===== src/rtl/sfq_pkg.sv =====
package sfq_pkg;
  localparam int FLAG_W  = 3;
  localparam int NUM_IRQ = 4;
  localparam int IRQ_TXERR = 0;
  localparam int IRQ_RXERR = 1;
  localparam int IRQ_TXLVL = 2;
  localparam int IRQ_RXLVL = 3;
  localparam int ERR_W = 2;
endpackage


===== src/rtl/sfq_ring.sv =====
module sfq_ring #(
  parameter int W     = 9,
  parameter int DEPTH = 16,
  localparam int AW = (DEPTH > 1) ? $clog2(DEPTH) : 1,
  localparam int LW = $clog2(DEPTH + 1)
) (
  input  logic          clk,
  input  logic          rst,
  input  logic          en,
  input  logic          flush,
  input  logic          push,
  input  logic [W-1:0]  din,
  input  logic          pop,
  output logic [W-1:0]  head,
  output logic [LW-1:0] level,
  output logic          full,
  output logic          empty,
  output logic          ovf
);
  logic [W-1:0]  mem [DEPTH];
  logic [AW-1:0] wp, rp;
  logic [LW-1:0] cnt;
  logic          clr, do_pop, do_push;

  function automatic logic [AW-1:0] nxt(input logic [AW-1:0] p);
    return (p == AW'(DEPTH - 1)) ? '0 : p + 1'b1;
  endfunction

  assign clr     = flush | ~en;
  assign empty   = (cnt == '0);
  assign full    = (cnt == LW'(DEPTH));
  assign do_pop  = pop & ~empty & ~clr;
  assign do_push = push & ~clr & (~full | do_pop);
  assign ovf     = push & ~clr & full & ~do_pop;
  assign level   = cnt;
  assign head    = mem[rp];

  always_ff @(posedge clk) begin
    if (do_push) mem[wp] <= din;
  end

  always_ff @(posedge clk) begin
    if (rst || clr) begin
      wp  <= '0;
      rp  <= '0;
      cnt <= '0;
    end else begin
      if (do_push) wp <= nxt(wp);
      if (do_pop)  rp <= nxt(rp);
      if (do_push && !do_pop)      cnt <= cnt + 1'b1;
      else if (do_pop && !do_push) cnt <= cnt - 1'b1;
    end
  end

  // fill never exceeds capacity
  a_r1_level_bound: assert property (@(posedge clk) disable iff (rst)
    cnt <= LW'(DEPTH));
  // a dropped push keeps the queue exactly full
  a_r3_ovf_keeps_full: assert property (@(posedge clk) disable iff (rst)
    ovf |=> full);
  // popping an empty queue leaves it empty
  a_r7_empty_pop_still: assert property (@(posedge clk) disable iff (rst)
    (pop && empty && !push) |=> empty);
  // flush or disable empties the queue on the next cycle
  a_r6_flush_empties: assert property (@(posedge clk) disable iff (rst)
    clr |=> (level == '0));
endmodule


===== src/rtl/sfq_irq.sv =====
module sfq_irq
  import sfq_pkg::*;
#(
  parameter int LW = 5,
  parameter int TW = 4
) (
  input  logic               clk,
  input  logic               rst,
  input  logic [LW-1:0]      tx_level,
  input  logic [LW-1:0]      rx_level,
  input  logic               tx_trig_en,
  input  logic [TW-1:0]      tx_thr,
  input  logic               rx_trig_en,
  input  logic [TW-1:0]      rx_thr,
  input  logic               tx_ev,
  input  logic               rx_ev,
  input  logic [ERR_W-1:0]   err_clr,
  input  logic [NUM_IRQ-1:0] ien_set,
  input  logic [NUM_IRQ-1:0] ien_clr,
  output logic               tx_err,
  output logic               rx_err,
  output logic [NUM_IRQ-1:0] ien,
  output logic [NUM_IRQ-1:0] int_stat,
  output logic               irq
);
  logic tx_hit, rx_hit;
  logic [NUM_IRQ-1:0] events;

  assign tx_hit = tx_trig_en & (tx_level <= LW'(tx_thr));
  assign rx_hit = rx_trig_en & (rx_level >  LW'(rx_thr));

  always_comb begin
    events = '0;
    events[IRQ_TXERR] = tx_err;
    events[IRQ_RXERR] = rx_err;
    events[IRQ_TXLVL] = tx_hit;
    events[IRQ_RXLVL] = rx_hit;
  end

  assign int_stat = events & ien;
  assign irq      = |int_stat;

  always_ff @(posedge clk) begin
    if (rst) begin
      tx_err <= 1'b0;
      rx_err <= 1'b0;
      ien    <= '0;
    end else begin
      tx_err <= tx_ev | (tx_err & ~err_clr[0]);
      rx_err <= rx_ev | (rx_err & ~err_clr[1]);
      ien    <= (ien | ien_set) & ~ien_clr;
    end
  end

  // error flags stay until cleared
  a_r5_tx_err_sticky: assert property (@(posedge clk) disable iff (rst)
    (tx_err && !err_clr[0]) |=> tx_err);
  a_r5_rx_err_sticky: assert property (@(posedge clk) disable iff (rst)
    (rx_err && !err_clr[1]) |=> rx_err);
  // a new event beats the clear
  a_r5_event_wins: assert property (@(posedge clk) disable iff (rst)
    tx_ev |=> tx_err);
  // a request needs at least one enable
  a_r10_irq_needs_en: assert property (@(posedge clk) disable iff (rst)
    irq |-> (ien != '0));

  for (genvar k = 0; k < NUM_IRQ; k++) begin : g_ien_chk
    // clear beats set on each enable bit
    a_r10_clr_wins: assert property (@(posedge clk) disable iff (rst)
      ien_clr[k] |=> !ien[k]);
  end
endmodule


===== src/rtl/sfq_fifo_pair.sv =====
module sfq_fifo_pair
  import sfq_pkg::*;
#(
  parameter int DEPTH = 16,
  parameter int DW    = 9,
  localparam int AW = (DEPTH > 1) ? $clog2(DEPTH) : 1,
  localparam int LW = $clog2(DEPTH + 1),
  localparam int RW = DW + FLAG_W
) (
  input  logic               clk,
  input  logic               rst,
  input  logic               tx_en_i,
  input  logic               rx_en_i,
  input  logic               tx_flush_i,
  input  logic               rx_flush_i,
  input  logic               host_wr_i,
  input  logic [DW-1:0]      host_wdata_i,
  input  logic               host_rd_i,
  output logic [RW-1:0]      rx_peek_o,
  output logic [RW-1:0]      rx_rdata_o,
  output logic               txc_valid_o,
  output logic [DW-1:0]      txc_data_o,
  input  logic               txc_ready_i,
  input  logic               rxc_valid_i,
  input  logic [DW-1:0]      rxc_data_i,
  input  logic               rxc_ferr_i,
  input  logic               rxc_perr_i,
  input  logic               rxc_noise_i,
  output logic               rxc_ready_o,
  output logic [LW-1:0]      tx_level_o,
  output logic [LW-1:0]      rx_level_o,
  output logic               tx_empty_o,
  output logic               tx_notfull_o,
  output logic               rx_notempty_o,
  output logic               rx_full_o,
  input  logic               tx_trig_en_i,
  input  logic [AW-1:0]      tx_thr_i,
  input  logic               rx_trig_en_i,
  input  logic [AW-1:0]      rx_thr_i,
  input  logic [ERR_W-1:0]   err_clr_i,
  output logic               tx_err_o,
  output logic               rx_err_o,
  input  logic [NUM_IRQ-1:0] ien_set_i,
  input  logic [NUM_IRQ-1:0] ien_clr_i,
  output logic [NUM_IRQ-1:0] ien_o,
  output logic [NUM_IRQ-1:0] int_stat_o,
  output logic               irq_o,
  input  logic               tx_dma_en_i,
  input  logic               rx_dma_en_i,
  output logic               tx_dma_o,
  output logic               rx_dma_o
);
  logic          tx_full, tx_empty, tx_ovf, tx_unf;
  logic          rx_full, rx_empty, rx_ovf;
  logic [RW-1:0] rx_entry, rx_head;

  sfq_ring #(.W(DW), .DEPTH(DEPTH)) u_tx_ring (
    .clk(clk), .rst(rst), .en(tx_en_i), .flush(tx_flush_i),
    .push(host_wr_i), .din(host_wdata_i), .pop(txc_ready_i),
    .head(txc_data_o), .level(tx_level_o), .full(tx_full),
    .empty(tx_empty), .ovf(tx_ovf)
  );

  assign rx_entry = {rxc_noise_i, rxc_perr_i, rxc_ferr_i, rxc_data_i};

  sfq_ring #(.W(RW), .DEPTH(DEPTH)) u_rx_ring (
    .clk(clk), .rst(rst), .en(rx_en_i), .flush(rx_flush_i),
    .push(rxc_valid_i), .din(rx_entry), .pop(host_rd_i),
    .head(rx_head), .level(rx_level_o), .full(rx_full),
    .empty(rx_empty), .ovf(rx_ovf)
  );

  assign tx_unf = txc_ready_i & tx_en_i & ~tx_flush_i & tx_empty;

  sfq_irq #(.LW(LW), .TW(AW)) u_irq (
    .clk(clk), .rst(rst),
    .tx_level(tx_level_o), .rx_level(rx_level_o),
    .tx_trig_en(tx_trig_en_i), .tx_thr(tx_thr_i),
    .rx_trig_en(rx_trig_en_i), .rx_thr(rx_thr_i),
    .tx_ev(tx_ovf | tx_unf), .rx_ev(rx_ovf),
    .err_clr(err_clr_i), .ien_set(ien_set_i), .ien_clr(ien_clr_i),
    .tx_err(tx_err_o), .rx_err(rx_err_o), .ien(ien_o),
    .int_stat(int_stat_o), .irq(irq_o)
  );

  always_ff @(posedge clk) begin
    if (rst)                        rx_rdata_o <= '0;
    else if (host_rd_i && !rx_empty) rx_rdata_o <= rx_head;
  end

  assign rx_peek_o     = rx_head;
  assign txc_valid_o   = ~tx_empty;
  assign rxc_ready_o   = rx_en_i;
  assign tx_empty_o    = tx_empty;
  assign tx_notfull_o  = ~tx_full;
  assign rx_notempty_o = ~rx_empty;
  assign rx_full_o     = rx_full;
  assign tx_dma_o      = tx_dma_en_i & tx_en_i & ~tx_full;
  assign rx_dma_o      = rx_dma_en_i & ~rx_empty;

  // transmit DMA never requests into a full queue
  a_r11_tx_dma_room: assert property (@(posedge clk) disable iff (rst)
    tx_dma_o |-> (tx_level_o != LW'(DEPTH)));
  // read data only moves on a pop
  a_r7_rdata_hold: assert property (@(posedge clk) disable iff (rst)
    !host_rd_i |=> $stable(rx_rdata_o));
  // a handshake removes exactly one entry when nothing else happens
  a_r2_pop_one: assert property (@(posedge clk) disable iff (rst)
    (txc_valid_o && txc_ready_i && !host_wr_i && tx_en_i && !tx_flush_i)
      |=> (tx_level_o == $past(tx_level_o) - 1'b1));
endmodule


===== config.mk =====
export PLATFORM = sky130hd
export DESIGN_NAME = sfq_fifo_pair
export DESIGN_NICKNAME = d
export VERILOG_FILES = /design/src/rtl/sfq_pkg.sv /design/src/rtl/sfq_ring.sv /design/src/rtl/sfq_irq.sv /design/src/rtl/sfq_fifo_pair.sv
export SDC_FILE = /design/constraint.sdc
export NUM_CORES = 1
export LEC_CHECK = 0
export BUFFER_PORTS_ARGS = -buffer_cell sky130_fd_sc_hd__buf_2
export CORE_MARGIN = 3
export CORE_UTILIZATION = 46
export CTS_CLUSTER_DIAMETER = 100
export DETAILED_ROUTE_END_ITERATION = 6
export PLACE_DENSITY = 0.74
export SLEW_MARGIN = 10
export SYNTH_ARGS = -nofsm -noshare
export SYNTH_HDL_FRONTEND = slang
export SYNTH_HIERARCHICAL = 1
export SYNTH_SLANG_ARGS = --single-unit

===== constraint.sdc =====
create_clock -name clk -period 2.95 [get_ports clk]
set_clock_uncertainty 0.1 [all_clocks]
set_input_delay 0.59 -clock clk [delete_from_list [all_inputs] [get_ports clk]]
set_output_delay 0.59 -clock clk [all_outputs]
set_load 0.02 [all_outputs]

# ---- Yosys cells after proc, flatten, opt, wreduce, memory -nomap -nowiden
# Memories as Yosys holds them, arrays and structs flattened. A register that Yosys moved wholly into a read port is not among the register bits.
# Index checks and enable logic that the tools add are counted.
dict set report totals {
  ff_bits 44
  mem_bits_rw 336
  wordCells 107
  out_inout_bits 62
  inputBits 53
  memories 2
}
# name depth word_bits read_ports rd_ports_with_merged_regs write_ports line
set mem_list {}
lappend mem_list {u_rx_ring.mem 16 12 1 1 1 sfq_ring.sv:20} ;# logic [W-1:0] mem [DEPTH];
lappend mem_list {u_tx_ring.mem 16 9 1 1 1 sfq_ring.sv:20}
dict set report classes {
  eq_ne 6
  n_bitwise 46
  addsub 8
  reduce_logical 17
  n_lt_le_gt_ge 2
  muxes 16
}
# cell n
set op_table {}
lappend op_table {{4-bit 2-to-1 mux} 8}
lappend op_table {{1-bit AND} 22}
lappend op_table {{5-bit 2-to-1 mux} 4}
lappend op_table {{4-bit by 1-bit adder with 4-bit output (second input constant)} 4}
lappend op_table {{4-bit equality test (second input constant)} 4}
lappend op_table {{1-bit NOT} 13}
lappend op_table {{5-bit by 1-bit adder with 5-bit output (second input constant)} 2}
lappend op_table {{5-bit equality test (second input constant)} 2}
lappend op_table {{5-bit logical NOT} 2}
lappend op_table {{5-bit by 1-bit subtractor with 5-bit output (second input constant)} 2}
lappend op_table {{4-bit AND} 2}
lappend op_table {{1-bit bitwise OR} 7}
lappend op_table {{5-bit by 4-bit greater-than comparator with 1-bit output} 1}
lappend op_table {{5-bit by 4-bit <= comparator with 1-bit output} 1}
lappend op_table {{1-bit logical AND} 5}
lappend op_table {{1-bit logical NOT} 5}
lappend op_table {{1-bit 2-to-1 mux} 4}
lappend op_table {{4-bit NOT} 1}
lappend op_table {{4-bit bitwise OR} 1}
lappend op_table {{2-bit nonzero test} 2}
lappend op_table {{4-bit OR reduction} 1}
lappend op_table {{1-bit logical OR} 2}

# ---- Logic depth before layout (Yosys ltp)
# Gate-level depths: netlist of run 1.
dict set report logic_depth {
  word_depth 10
  mapped_depth 10
  depth_no_buf 9
}

# ---- Cells and area by module
# Netlist of run 1, hierarchy kept.
# module seq_area_each_um2 area_each_um2 cells_each n_inst
set modules_own_cells {}
lappend modules_own_cells {{sfq_ring (u_rx_ring)} 6105.9 8214.1 418 1}
lappend modules_own_cells {{sfq_ring (u_tx_ring)} 4664.5 6432.4 346 1}
lappend modules_own_cells {sfq_fifo_pair 240.2 603.1 62 1}
lappend modules_own_cells {sfq_irq 120.1 430.4 56 1}

# ---- Least setup slack after synthesis of run 1
# OpenSTA, ideal clock, no wires.
dict set report synth_path {
  kind {register to register}
  from {register u_tx_ring.cnt[0], in the netlist u_tx_ring/level[0]}
  to {register u_tx_ring.cnt[4], in the netlist u_tx_ring/level[4]}
  synth_period_minus_slack_ns 2.608
  setup_slack_ns 0.342
  n_path_buf 1
  stages_incl_launch_ff 11
  setup_ns 0.087
  required_time_ns 2.763
  arrival_time_ns 2.421
  path_cell_list {dfxtp_1 > or4_1 > buf_2 > o211ai_1 > ha_1 > inv_1 > ha_1 > a21oi_1 > a211oi_1 > o211ai_1 > o31ai_1}
}
dict set report synth_between {
  elab_chain_len 9
  elab_cells_between_ends 17
  classes_between {add/sub: 2; eq/ne: 1; mux: 2; bitwise: 6; reduce/logical: 6}
}
# item line
set synth_lines {}
lappend synth_lines {{start, declared} sfq_ring.sv:22} ;# logic [LW-1:0] cnt;
lappend synth_lines {{start signal, assigned} sfq_ring.sv:50} ;# if (do_push && !do_pop) cnt <= cnt + 1'b1;
lappend synth_lines {{start signal, assigned} sfq_ring.sv:51} ;# else if (do_pop && !do_push) cnt <= cnt - 1'b1;
lappend synth_lines {{5-bit logical NOT} sfq_ring.sv:30} ;# assign empty = (cnt == '0);
lappend synth_lines {{1-bit NOT} sfq_ring.sv:32} ;# assign do_pop = pop & ~empty & ~clr;
lappend synth_lines {{1-bit AND (2 in a row)} sfq_ring.sv:32}
lappend synth_lines {{1-bit bitwise OR} sfq_ring.sv:33} ;# assign do_push = push & ~clr & (~full | do_pop);
lappend synth_lines {{1-bit AND} sfq_ring.sv:33}
lappend synth_lines {{1-bit logical NOT} sfq_ring.sv:51}
lappend synth_lines {{1-bit logical AND} sfq_ring.sv:51}
lappend synth_lines {{2-bit nonzero test (no source line)} -}
# Several ways; a longest one is shown, not always the timed one. The select of a mux whose other input is x is not followed.
# A chain may end at the register's enable or synchronous reset.

==> summary.md, run 1 <==
| Metric | Value |
|---|---|
| Max-Cap Viols | 0 |
| Dpl hpwl | 22200 µm |
| Hold Slack | 115 ps |
| RSZ-0062 raised after global routing | true |
| Multi-input logic area | 4430 µm² |
| Num CTS Buffers | 41 |
| Area fraction in compound gates after synthesis | 4.91% |
| Relative slew margins | 46.6% |
| Number of flops mapped to enable cells by yosys | 336 |
| Slew @ Worst Pin | 801 ps |
| Overflow after GRT | 0 |
| DR vias | 8812 |
| CTS H-tree lvls | 2 |
| Post-Route WL | 35200 µm |
| Clock Pin Slew Worst Setup and Hold Paths | 60 ps |
| Non-Filler Instances | 1550 |
| CTS tree | yes |
| Fillers | 2445 |
| Synthesized flop and latch total | 388 |
| Sequential fraction of the synthesis area | 71.0% |
| Total Nets Final | 1158 |
| Leakage Power | 6.56 nW |
| Area leader, netlist | edfxtp_1 |
| Share of synthesized area spent on multiplexers | 12.3% |
| Avg WL per Cell | 22.7 µm |
| Syn Nets | 965 |
| Synth Warn # | 6 |
| Slowest stage delay, CP | 510 ps |
| Final Cell Area | 19000 µm² |
| Fin crit share | 102% |
| Total power per unit cell area | 600 nW/µm² |
| # hold bufs at CTS | 0 |
| Die Y | 191 µm |
| Synth Area in Adders | 2.49% |
| Synth top area share | 64.3% |
| Clock Latency Late Sink | 550 ps |
| Synth top area cells | edfxtp_1, mux4_2, dfxtp_1 |
| Slew Limit Fails | 0 |
| Min Tclk post-route | 3000 ps |
| Crit. End Element | output port |
| Async SR Flop Fraction | 0% |
| Residual DRC count | 0 |
| Worst-path fanout max | 7 |
| Maximum number of pins on one net before global-route repair | 49 |
| Cell Area, Placed | 17000 µm² |
| Cells after synthesis | 882 |
| Synth Area in XOR/XNOR | 0.559% |
| Layout cells sized above 1 | 36.6% |
| First-pass GRT wire length | 53400 µm |
| Gpl congestion | 0.815 |
| Delay-heaviest family, CP | buffers and inverters |
| Area Overhead vs Synth | 20.9% |
| Startpoint types | register |
| # IOs | 115 |
| Most frequent cells in the layout | edfxtp_1, buf_2, mux4_2 |
| Area of the mapped netlist | 15700 µm² |
| Final core occ | 57.4% |
| Status | finished with violations |
| Yosys cell types | 47 |
| Max VDD drop | 0.471 mV |
| Die Area | 36300 µm² |
| Vias in the first global route | 9079 |
| CP bufs+invs | 4 |
| Root Driver | clkbuf_16 |
| Synthesized area per cell | 17.8 µm² |
| # diodes | 0 |
| Final setup viols | 2 |
| Crit path cell chain | buf_6 > buf_12 > buf_12 > mux4_2 > a22oi_2 > nand2_2 > buf_6 |
| FMAX | 333 MHz |
| PortBufs | 114 |
| Worst Path Required | 2260 ps |
| Top FF cell, synth | edfxtp_1 |
| Crit-path slowest cell | mux4_2 |
| Antenna violations before repair | 0 |
| Final WS setup | -53.9 ps |
| Most common cell after layout, fill and taps aside | edfxtp_1 |
| Initial drt markers | 785 |
| Clk sinks | 388 |
| Tightest Hold Check Type | input pin to register |
| Pre-antenna DRT Iters | 5 |
| DP Cell Count | 1443 |
| Simple-Gate Fraction of Synth Area | 6.51% |
| Pre-CTS WS | 249 ps |
| Final hold viol count | 0 |
| Starting Density | 47.5% |
| Reg area | 11100 µm² |
| Largest family of logic cells by synthesized area | multiplexers |
| Crit Path Class | register to output port |
| Placeable Area | 33000 µm² |
| Arrival @ worst endpoint | 2310 ps |
| Die width | 191 µm |
| Violated checks | negative setup slack |
| Global-route usage over all layers | 19.3% |
| Antenna viol nets, final | 0 |
| Row Count | 66 |
| Post-DR vias/cell | 5.69 |
| CTS Buffer Depth | 3 |
==> power by group <==
group	internal, mW	switching, mW
Clock	2.85	2.18
Combinational	0.137	0.225
Sequential	5.97	0.0128
==> final cells by class <==
class | count | share of cell area, %
multi-input cells | 418 | 23.3
repair buffers | 193 | 7.18
inverters | 33 | 0.653
well taps | 442 | 2.92
flip-flops and latches | 388 | 58.8
clock inverters | 26 | 1.43
clock buffers | 50 | 5.70
==> synth_stat cells (6+ instances only) <==
master     count
inv_1         33
o211ai_1       6
nand4bb_1     12
buf_4          7
nand3_1        8
buf_2         13
edfxtp_1     336
o21ai_1       10
nand2_1       32
o31ai_1        6
nand2b_1      15
and3_1        31
ha_1          28
dfxtp_1       52
and2_1         8
xor2_1         8
a22oi_1       44
nor2_1        39
a21oi_1       18
nor3_1         7
mux4_2        84
clkbuf_1      15
nor2b_1       16
==> path summary, 6_finish.rpt <==
check,startpoint,end,cells after the start,slack (ps)
worst max-delay path,register,rx_peek_o[3],7,-50
worst min register to register,rx_rdata_o[8],rx_rdata_o[8],2,370
worst min-delay path,ien_clr_i[1],u_irq/ien[1],2,120
worst max register to register,register,rx_rdata_o[3],16,-40
==> metrics by stage <==
stage | power, mW | setup TNS (ps)
after floorplan | 6.26 | 0
after global placement | 6.42 | 0
after detailed placement | 6.43 | 0
after CTS | 11.4 | -85.2
after global routing | 11.7 | -589
final | 11.4 | -96.1
==> cell families after synthesis <==
kind of cell               after synthesis
buffers and inverters                   76
AOI/OAI and AO/OA                      107
DFF                                    388
and+or+nand+nor                        183
adders and majority gates               30
muxes                                   88
xor gates and xnor gates                10
==> flip-flops by register name, summed over array words and instances, names as in the netlist, named ones only <==
register	cells
rx_rdata_o	12
u_irq/ien	4
u_irq/rx_err	1
u_irq/tx_err	1
u_rx_ring/level	5
u_rx_ring/mem	192
u_rx_ring/rp	4
u_rx_ring/wp	4
u_tx_ring/level	5
u_tx_ring/mem	144
u_tx_ring/rp	4
u_tx_ring/wp	4
==> repair_timing <==
action                                  CTS  global route
endpoints found under the setup margin   20            24
buffers inserted                         23            11
gates cloned                              3             0
resized for setup                        52            43
pin swaps                                10            19
==> layer usage <==
| layer | global-route usage (%) | up-vias | part of all wire, % |
|---|---|---|---|
| li1 | - | 3912 | - |
| met1 | 25.3 | 4496 | 39 |
| met2 | 33.5 | 339 | 52 |
| met3 | 3.05 | 65 | 6.3 |
| met4 | 6.01 | 0 | 2.7 |
| met5 | 0 | - | 0 |
(Power assumes the default switching activity.)
==> run 2: changes to the inputs <==
--- a/config.mk
+++ b/config.mk
@@ -6,7 +6,7 @@
 export NUM_CORES = 1
 export LEC_CHECK = 0
 export BUFFER_PORTS_ARGS = -buffer_cell sky130_fd_sc_hd__buf_2
-export CORE_MARGIN = 3
+export CORE_MARGIN = 2
 export CORE_UTILIZATION = 46
 export CTS_CLUSTER_DIAMETER = 100
 export DETAILED_ROUTE_END_ITERATION = 6
==> run 2 against run 1 <==
The flow now finishes without violations. Setup slack better by 66 ps. Non-clock buffer count is 17 lower. Largest cell class unchanged. Critical endpoint is now rx_peek_o[0]. Highest routed layer is now met5. Register-to-register slack better by 390 ps. Sequential share of layout area is 0.16 points higher. Sequential power about the same. Critical path depth decreased by 1. Maximum frequency rose by 2.2%. Clock power hardly changed. Worst hold slack better by 1.5 ps. Combinational power shrank 5%. Final area decreased by 0.26%. First-iteration DRC count decreased by 15%.
==> summary.md, run 2 (same netlist as run 1, synthesis figures left out) <==
| Metric | Value |
|---|---|
| Status | complete, no violations (was finished with violations) |
| Register with the most flip-flops | u_rx_ring/mem (unchanged) |
| Area Overhead vs Synth | 20.6% (was 20.9%) |
| Die Y | 189 µm (was 191 µm) |
| Final core occ | 56.4% (was 57.4%) |
| Layout cells sized above 1 | 34.8% (was 36.6%) |
| Non-Filler Instances | 1536 (was 1550) |
| Die width | 189 µm (was 191 µm) |
| Met2 Use GR | 33.0% (was 33.5%) |
| Antenna viol nets, final | 0 (unchanged) |
| Antenna violations before repair | 1 (was 0) |
| Num CTS Buffers | 40 (was 41) |
| CTS tree | yes (unchanged) |
| Worst-path fanout max | 7 (unchanged) |
| Global-route usage over all layers | 18.9% (was 19.3%) |
| Initial drt markers | 666 (was 785) |
| Dpl hpwl | 20800 µm (was 22200 µm) |
| Arrival @ worst endpoint | 2250 ps (was 2310 ps) |
| Maximum number of pins on one net before global-route repair | 37 (was 49) |
| Tightest Hold Check Type | input pin to register (unchanged) |
| Met3 usage | 3.46% (was 3.05%) |
| Most frequent cells in the layout | edfxtp_1, buf_2, mux4_2 (unchanged) |
| Min-delay src | ien_clr_i[1] (unchanged) |
| Row Count | 67 (was 66) |
| Worst Path Required | 2260 ps (about the same) |
| Worst R2R Start | u_rx_ring/level[1] |
| Pre-CTS WS | 287 ps (was 249 ps) |
| Die Area | 35600 µm² (was 36300 µm²) |
| Slew Limit Fails | 0 (unchanged) |
| Max VDD drop | 0.695 mV (was 0.471 mV) |
| Total power per unit cell area | 600 nW/µm² (about the same) |
| RSZ-0062 raised after global routing | true (unchanged) |
| Crit. End Element | output port (unchanged) |
| Final WS setup | 11.7 ps (was -53.9 ps) |
| Starting Density | 46.8% (was 47.5%) |
| Slew @ Worst Pin | 737 ps (was 801 ps) |
| Placeable Area | 33500 µm² (was 33000 µm²) |
| Leakage Power | 6.52 nW (was 6.56 nW) |
| Regs by FF count | u_rx_ring/mem x192, u_tx_ring/mem x144, rx_rdata_o x12 (unchanged) |
| CTS H-tree lvls | 2 (unchanged) |
| Grt met1 use | 24.7% (was 25.3%) |
| Startpoint types | register (unchanged) |
| Total Nets Final | 1140 (was 1158) |
| Avg WL per Cell | 22.2 µm (was 22.7 µm) |
| Sequential share of power | 52.7% (was 52.6%) |
| Pre-antenna DRT Iters | 5 (unchanged) |
| Clock Latency Late Sink | 550 ps (about the same) |
| Hold Slack | 117 ps (was 115 ps) |
| Post-route setup TNS | 0 ps (was -96.1 ps) |
| Cell Area, Placed | 17000 µm² (about the same) |
| Largest register FFs | 192 (unchanged) |
| # IOs | 115 (unchanged) |
| Sw Share | 20.4% (was 21.2%) |
| Root Driver | clkbuf_16 (unchanged) |
| # hold bufs at CTS | 0 (unchanged) |
| Crit Path Class | register to output port (unchanged) |
| Max-Cap Viols | 0 (unchanged) |
| Min Tclk post-route | 2940 ps (was 3000 ps) |
| PortBufs | 114 (unchanged) |
| Combinational cell fraction of total power | 3.0% (was 3.2%) |
| Clock power share | 44.3% (was 44.2%) |
| DR vias | 8615 (was 8812) |
| Clock Pin Slew Worst Setup and Hold Paths | 60 ps (about the same) |
| Final setup viols | 0 (was 2) |
| DP Cell Count | 1445 (was 1443) |
| Post-Route WL | 34100 µm (was 35200 µm) |
| Overflow after GRT | 0 (unchanged) |
| Vias in the first global route | 8706 (was 9079) |
| Final hold viol count | 0 (unchanged) |
| Most common cell after layout, fill and taps aside | edfxtp_1 (unchanged) |
| Post-DR vias/cell | 5.61 (was 5.69) |
| Design Power | 11.4 mW (about the same) |
| Gpl congestion | 0.778 (was 0.815) |
| FMAX | 340 MHz (was 333 MHz) |
| Residual DRC count | 0 (unchanged) |
| Most Used Layer, Global Route | met2 (unchanged) |
| First-pass GRT wire length | 51200 µm (was 53400 µm) |
| CTS Buffer Depth | 3 (unchanged) |
| Relative slew margins | 50.8% (was 46.6%) |
| Fin crit share | 99.6% (was 102%) |
| Int Pwr | 9.03 mW (was 8.95 mW) |
| Psw | 2.32 mW (was 2.42 mW) |
| # diodes | 0 (unchanged) |
| Clk sinks | 388 (unchanged) |
| Final Cell Area | 18900 µm² (was 19000 µm²) |
run 2: cell count changes in the layout (fill, tap and decap cells not counted), sizes merged:
cell | previous run | this run
buf | 193 | 173
bufinv | 2 | 3
inv | 35 | 34
clkinvlp | 8 | 3
clkinv | 14 | 13
clkbuf | 50 | 56
run 2: per-layer routing:
| layer | share of wire [%] | up-vias |
|---|---|---|
| li1 | - | 3883 |
| met1 | 40 | 4394 |
| met2 | 52 | 285 |
| met3 | 6.3 | 51 |
| met4 | 1.8 | 2 |
| met5 | 0.038 | - |
run 2: final cells by class:
type	count	area (µm²)
Fill cell	2494	14600
Timing Repair Buffer	176	1330
Inverter	33	124
Sequential cell	388	11100
Tap cell	448	561
Multi-Input combinational cell	418	4410
Clock inverter	20	248
Clock buffer	53	1100
run 2: path summary, 6_finish.rpt:
path	end	cells after the start	slack (ps)
setup / recovery	rx_peek_o[0]	6	10
hold / removal	u_irq/ien[1]	2	120
setup reg to reg	u_rx_ring/level[4]	9	350
hold reg to reg	rx_rdata_o[5]	2	360
run 2: power groups by stage:
stage / Sequential [mW] / Clock, mW / Combinational, mW
2_1_floorplan: 6.11 / 0 / 0.149
3_3_place_gp: 6.10 / 0 / 0.309
3_5_place_dp: 6.10 / 0 / 0.320
4_1_cts: 5.98 / 5.12 / 0.331
5_1_grt: 5.98 / 5.34 / 0.378
6_report: 5.98 / 5.02 / 0.343
run 2: critical path, cell delays in order, from the launching register on:
cell	delay (ps)
dfxtp_4	410
buf_12	150
buf_12	130
mux4_2	500
a22oi_1	190
nand2_1	130
buf_2	190
run 2: repair_timing:
| action | in CTS | in global routing |
|---|---|---|
| gates resized for setup | 44 | 34 |
| endpoints found under the hold margin | 0 | 0 |
| setup buffers | 5 | 7 |
| gates cloned | 4 | 3 |
| endpoints found under the setup margin | 18 | 24 |
| pin swaps | 7 | 16 |
==> run 3: changes to the inputs <==
--- a/config.mk
+++ b/config.mk
@@ -10,6 +10,7 @@
 export CORE_UTILIZATION = 46
 export CTS_CLUSTER_DIAMETER = 100
 export DETAILED_ROUTE_END_ITERATION = 6
+export MAX_ROUTING_LAYER = met4
 export PLACE_DENSITY = 0.74
 export SLEW_MARGIN = 10
 export SYNTH_ARGS = -nofsm -noshare
==> constraint.sdc (replaced) <==
create_clock -name clk -period 2.95 [get_ports clk]
set_clock_uncertainty 0.1 [all_clocks]
set_input_delay 0.59 -clock clk [delete_from_list [all_inputs] [get_ports clk]]
set_output_delay 0.59 -clock clk [all_outputs]
set_load 0.01 [all_outputs]
==> run 3 against run 2 <==
Global-route usage rose by 0.45 points. Highest routed layer is now met4. Die area unchanged. Largest cell class unchanged. Combinational power down 8.5%. Critical path depth did not move.
==> summary.md, run 3 (same netlist as run 1, synthesis figures left out) <==
| Metric | Value |
|---|---|
| DP Cell Count | 1438 (was 1445) |
| Final Cell Area | 18500 µm² (was 18900 µm²) |
| Overflow after GRT | 0 (unchanged) |
| Hold path cells | 2 (unchanged) |
| Die width | 189 µm (unchanged) |
| Startpoint types | register (unchanged) |
| Min Tclk post-route | 2930 ps (was 2940 ps) |
| DR vias | 8610 (was 8615) |
| Area Overhead vs Synth | 18.1% (was 20.6%) |
| Total Nets Final | 1129 (was 1140) |
| Status | complete, no violations (unchanged) |
| Num CTS Buffers | 40 (unchanged) |
| Global-route usage over all layers | 19.4% (was 18.9%) |
| Residual DRC count | 0 (unchanged) |
| Vias in the first global route | 8651 (was 8706) |
| Final hold viol count | 0 (unchanged) |
| Clk sinks | 388 (unchanged) |
| Worst Path Required | 2260 ps (about the same) |
| Clock Pin Slew Worst Setup and Hold Paths | 60 ps (about the same) |
| Relative slew margins | 50.3% (was 50.8%) |
| Reg2reg end | u_tx_ring/level[4] (was u_rx_ring/level[4]) |
| # IOs | 115 (unchanged) |
| Dpl hpwl | 21000 µm (was 20800 µm) |
| Initial drt markers | 779 (was 666) |
| Leakage Power | 6.37 nW (was 6.52 nW) |
| Tightest Hold Check Type | input pin to register (unchanged) |
| Most frequent cells in the layout | edfxtp_1, buf_2, mux4_2 (unchanged) |
| Starting Density | 46.8% (unchanged) |
| Maximum number of pins on one net before global-route repair | 49 (was 37) |
| Crit path capture | rx_peek_o[8] (was rx_peek_o[0]) |
| Flop-to-flop setup slack | 340 ps (was 350 ps) |
| # hold bufs at CTS | 0 (unchanged) |
| Crit. End Element | output port (unchanged) |
| Reg area | 11100 µm² (about the same) |
| Arrival @ worst endpoint | 2240 ps (was 2250 ps) |
| Max-Cap Viols | 0 (unchanged) |
| Final setup viols | 0 (unchanged) |
| Largest register FFs | 192 (unchanged) |
| Non-Filler Instances | 1525 (was 1536) |
| Cell Area, Placed | 16900 µm² (was 17000 µm²) |
| Hold Slack | 124 ps (was 117 ps) |
| CTS tree | yes (unchanged) |
| Worst-path fanout max | 5 (was 7) |
| Gpl congestion | 0.788 (was 0.778) |
| Min-delay src | ien_clr_i[2] (was ien_clr_i[1]) |
| Post-Route WL | 33900 µm (was 34100 µm) |
| PortBufs | 114 (unchanged) |
| Row Count | 67 (unchanged) |
| Fillers | 2585 (was 2494) |
| Slew Limit Fails | 0 (unchanged) |
| Max VDD drop | 0.508 mV (was 0.695 mV) |
| Pre-antenna DRT Iters | 5 (unchanged) |
| Total power per unit cell area | 595 nW/µm² (was 600 nW/µm²) |
| CTS Buffer Depth | 3 (unchanged) |
| Post-DR vias/cell | 5.65 (was 5.61) |
| Slew @ Worst Pin | 744 ps (was 737 ps) |
| Placeable Area | 33500 µm² (unchanged) |
| Design Power | 11.0 mW (was 11.4 mW) |
| Fin crit share | 99.4% (was 99.6%) |
| Antenna violations before repair | 2 (was 1) |
| First-pass GRT wire length | 51000 µm (was 51200 µm) |
| Root Driver | clkbuf_16 (unchanged) |
| Clock Latency Late Sink | 540 ps (was 550 ps) |
| FMAX | 341 MHz (was 340 MHz) |
| Die Y | 189 µm (unchanged) |
| Post-route setup TNS | 0 ps (unchanged) |
| Most common cell after layout, fill and taps aside | edfxtp_1 (unchanged) |
| Die Area | 35600 µm² (unchanged) |
| Multi-input logic area | 4310 µm² (was 4410 µm²) |
| CTS H-tree lvls | 2 (unchanged) |
| Regs by FF count | u_rx_ring/mem x192, u_tx_ring/mem x144, rx_rdata_o x12 (unchanged) |
| Avg WL per Cell | 22.2 µm (about the same) |
| Antenna viol nets, final | 0 (unchanged) |
| Layout cells sized above 1 | 32.2% (was 34.8%) |
| Register with the most flip-flops | u_rx_ring/mem (unchanged) |
| RSZ-0062 raised after global routing | true (unchanged) |
| Crit Path Class | register to output port (unchanged) |
| FF-to-FF path depth | 9 (unchanged) |
| Worst R2R Start | u_tx_ring/level[0] (was u_rx_ring/level[1]) |
==> run 3: changes by cell type in the layout (fill, tap and decap cells not counted), moves of 3 or more <==
cell and delta:
a22oi_1 +12, clkbuf_8 -3, dfxtp_1 -3, dfxtp_2 +4, clkinv_1 +5, buf_4 -13, a22oi_2 -12, buf_2 +8
==> run 3: layer usage <==
metal  global-route usage, %  vias up  share of wire (%)
met3                    3.41       57                5.9
met5                       -        -                  0
met1                    25.3     4424                 42
met4                    5.80        0                2.2
li1                        -     3856                  -
met2                    31.4      273                 50
==> run 3: stage by stage <==
step	util (%)	worst slack (ps)
final	55.2	17.1
after global routing	55.2	-37.1
after CTS	54.5	-61.0
after detailed placement	50.5	251
after global placement	50.5	303
after floorplan	-	390
==> run 3: critical path, cell delays in order, from the launching register on <==
cell and delay, ps:
dfxtp_4 360, buf_12 140, buf_6 120, mux4_2 520
a22oi_2 240, nand2_1 160, buf_2 180
==> run 3: cell type report <==
class | instances | share of cell area, %
Clock buffer | 50 | 5.72
Timing Repair Buffer | 165 | 6.19
Clock inverter | 21 | 0.919
Inverter | 33 | 0.669
Tap cell | 448 | 3.03
Antenna cell | 2 | 0.0270
Multi-Input combinational cell | 418 | 23.3
Sequential cell | 388 | 60.2
==> run 3: worst min path at each step <==
stage                               end
after floorplan                register
after global placement    rx_rdata_o[4]
after CTS                  u_irq/ien[2]
after detailed placement  rx_rdata_o[3]
final                      u_irq/ien[2]
after global routing       u_irq/ien[2]
==> run 3: timing repair <==
| action | in CTS | in global routing |
|---|---|---|
| pin swaps | 0 | 9 |
| gates cloned | 1 | 3 |
| resized for setup | 12 | 34 |
| endpoints found under the hold margin | 0 | 0 |
| setup endpoints to repair | 17 | 23 |
| setup buffers | 4 | 6 |
==> run 3: power breakdown <==
group | total [mW] | internal [mW] | switching (mW)
Combinational | 0.314 | 0.120 | 0.194
Clock | 4.71 | 2.72 | 1.99
Sequential | 5.99 | 5.97 | 0.0130
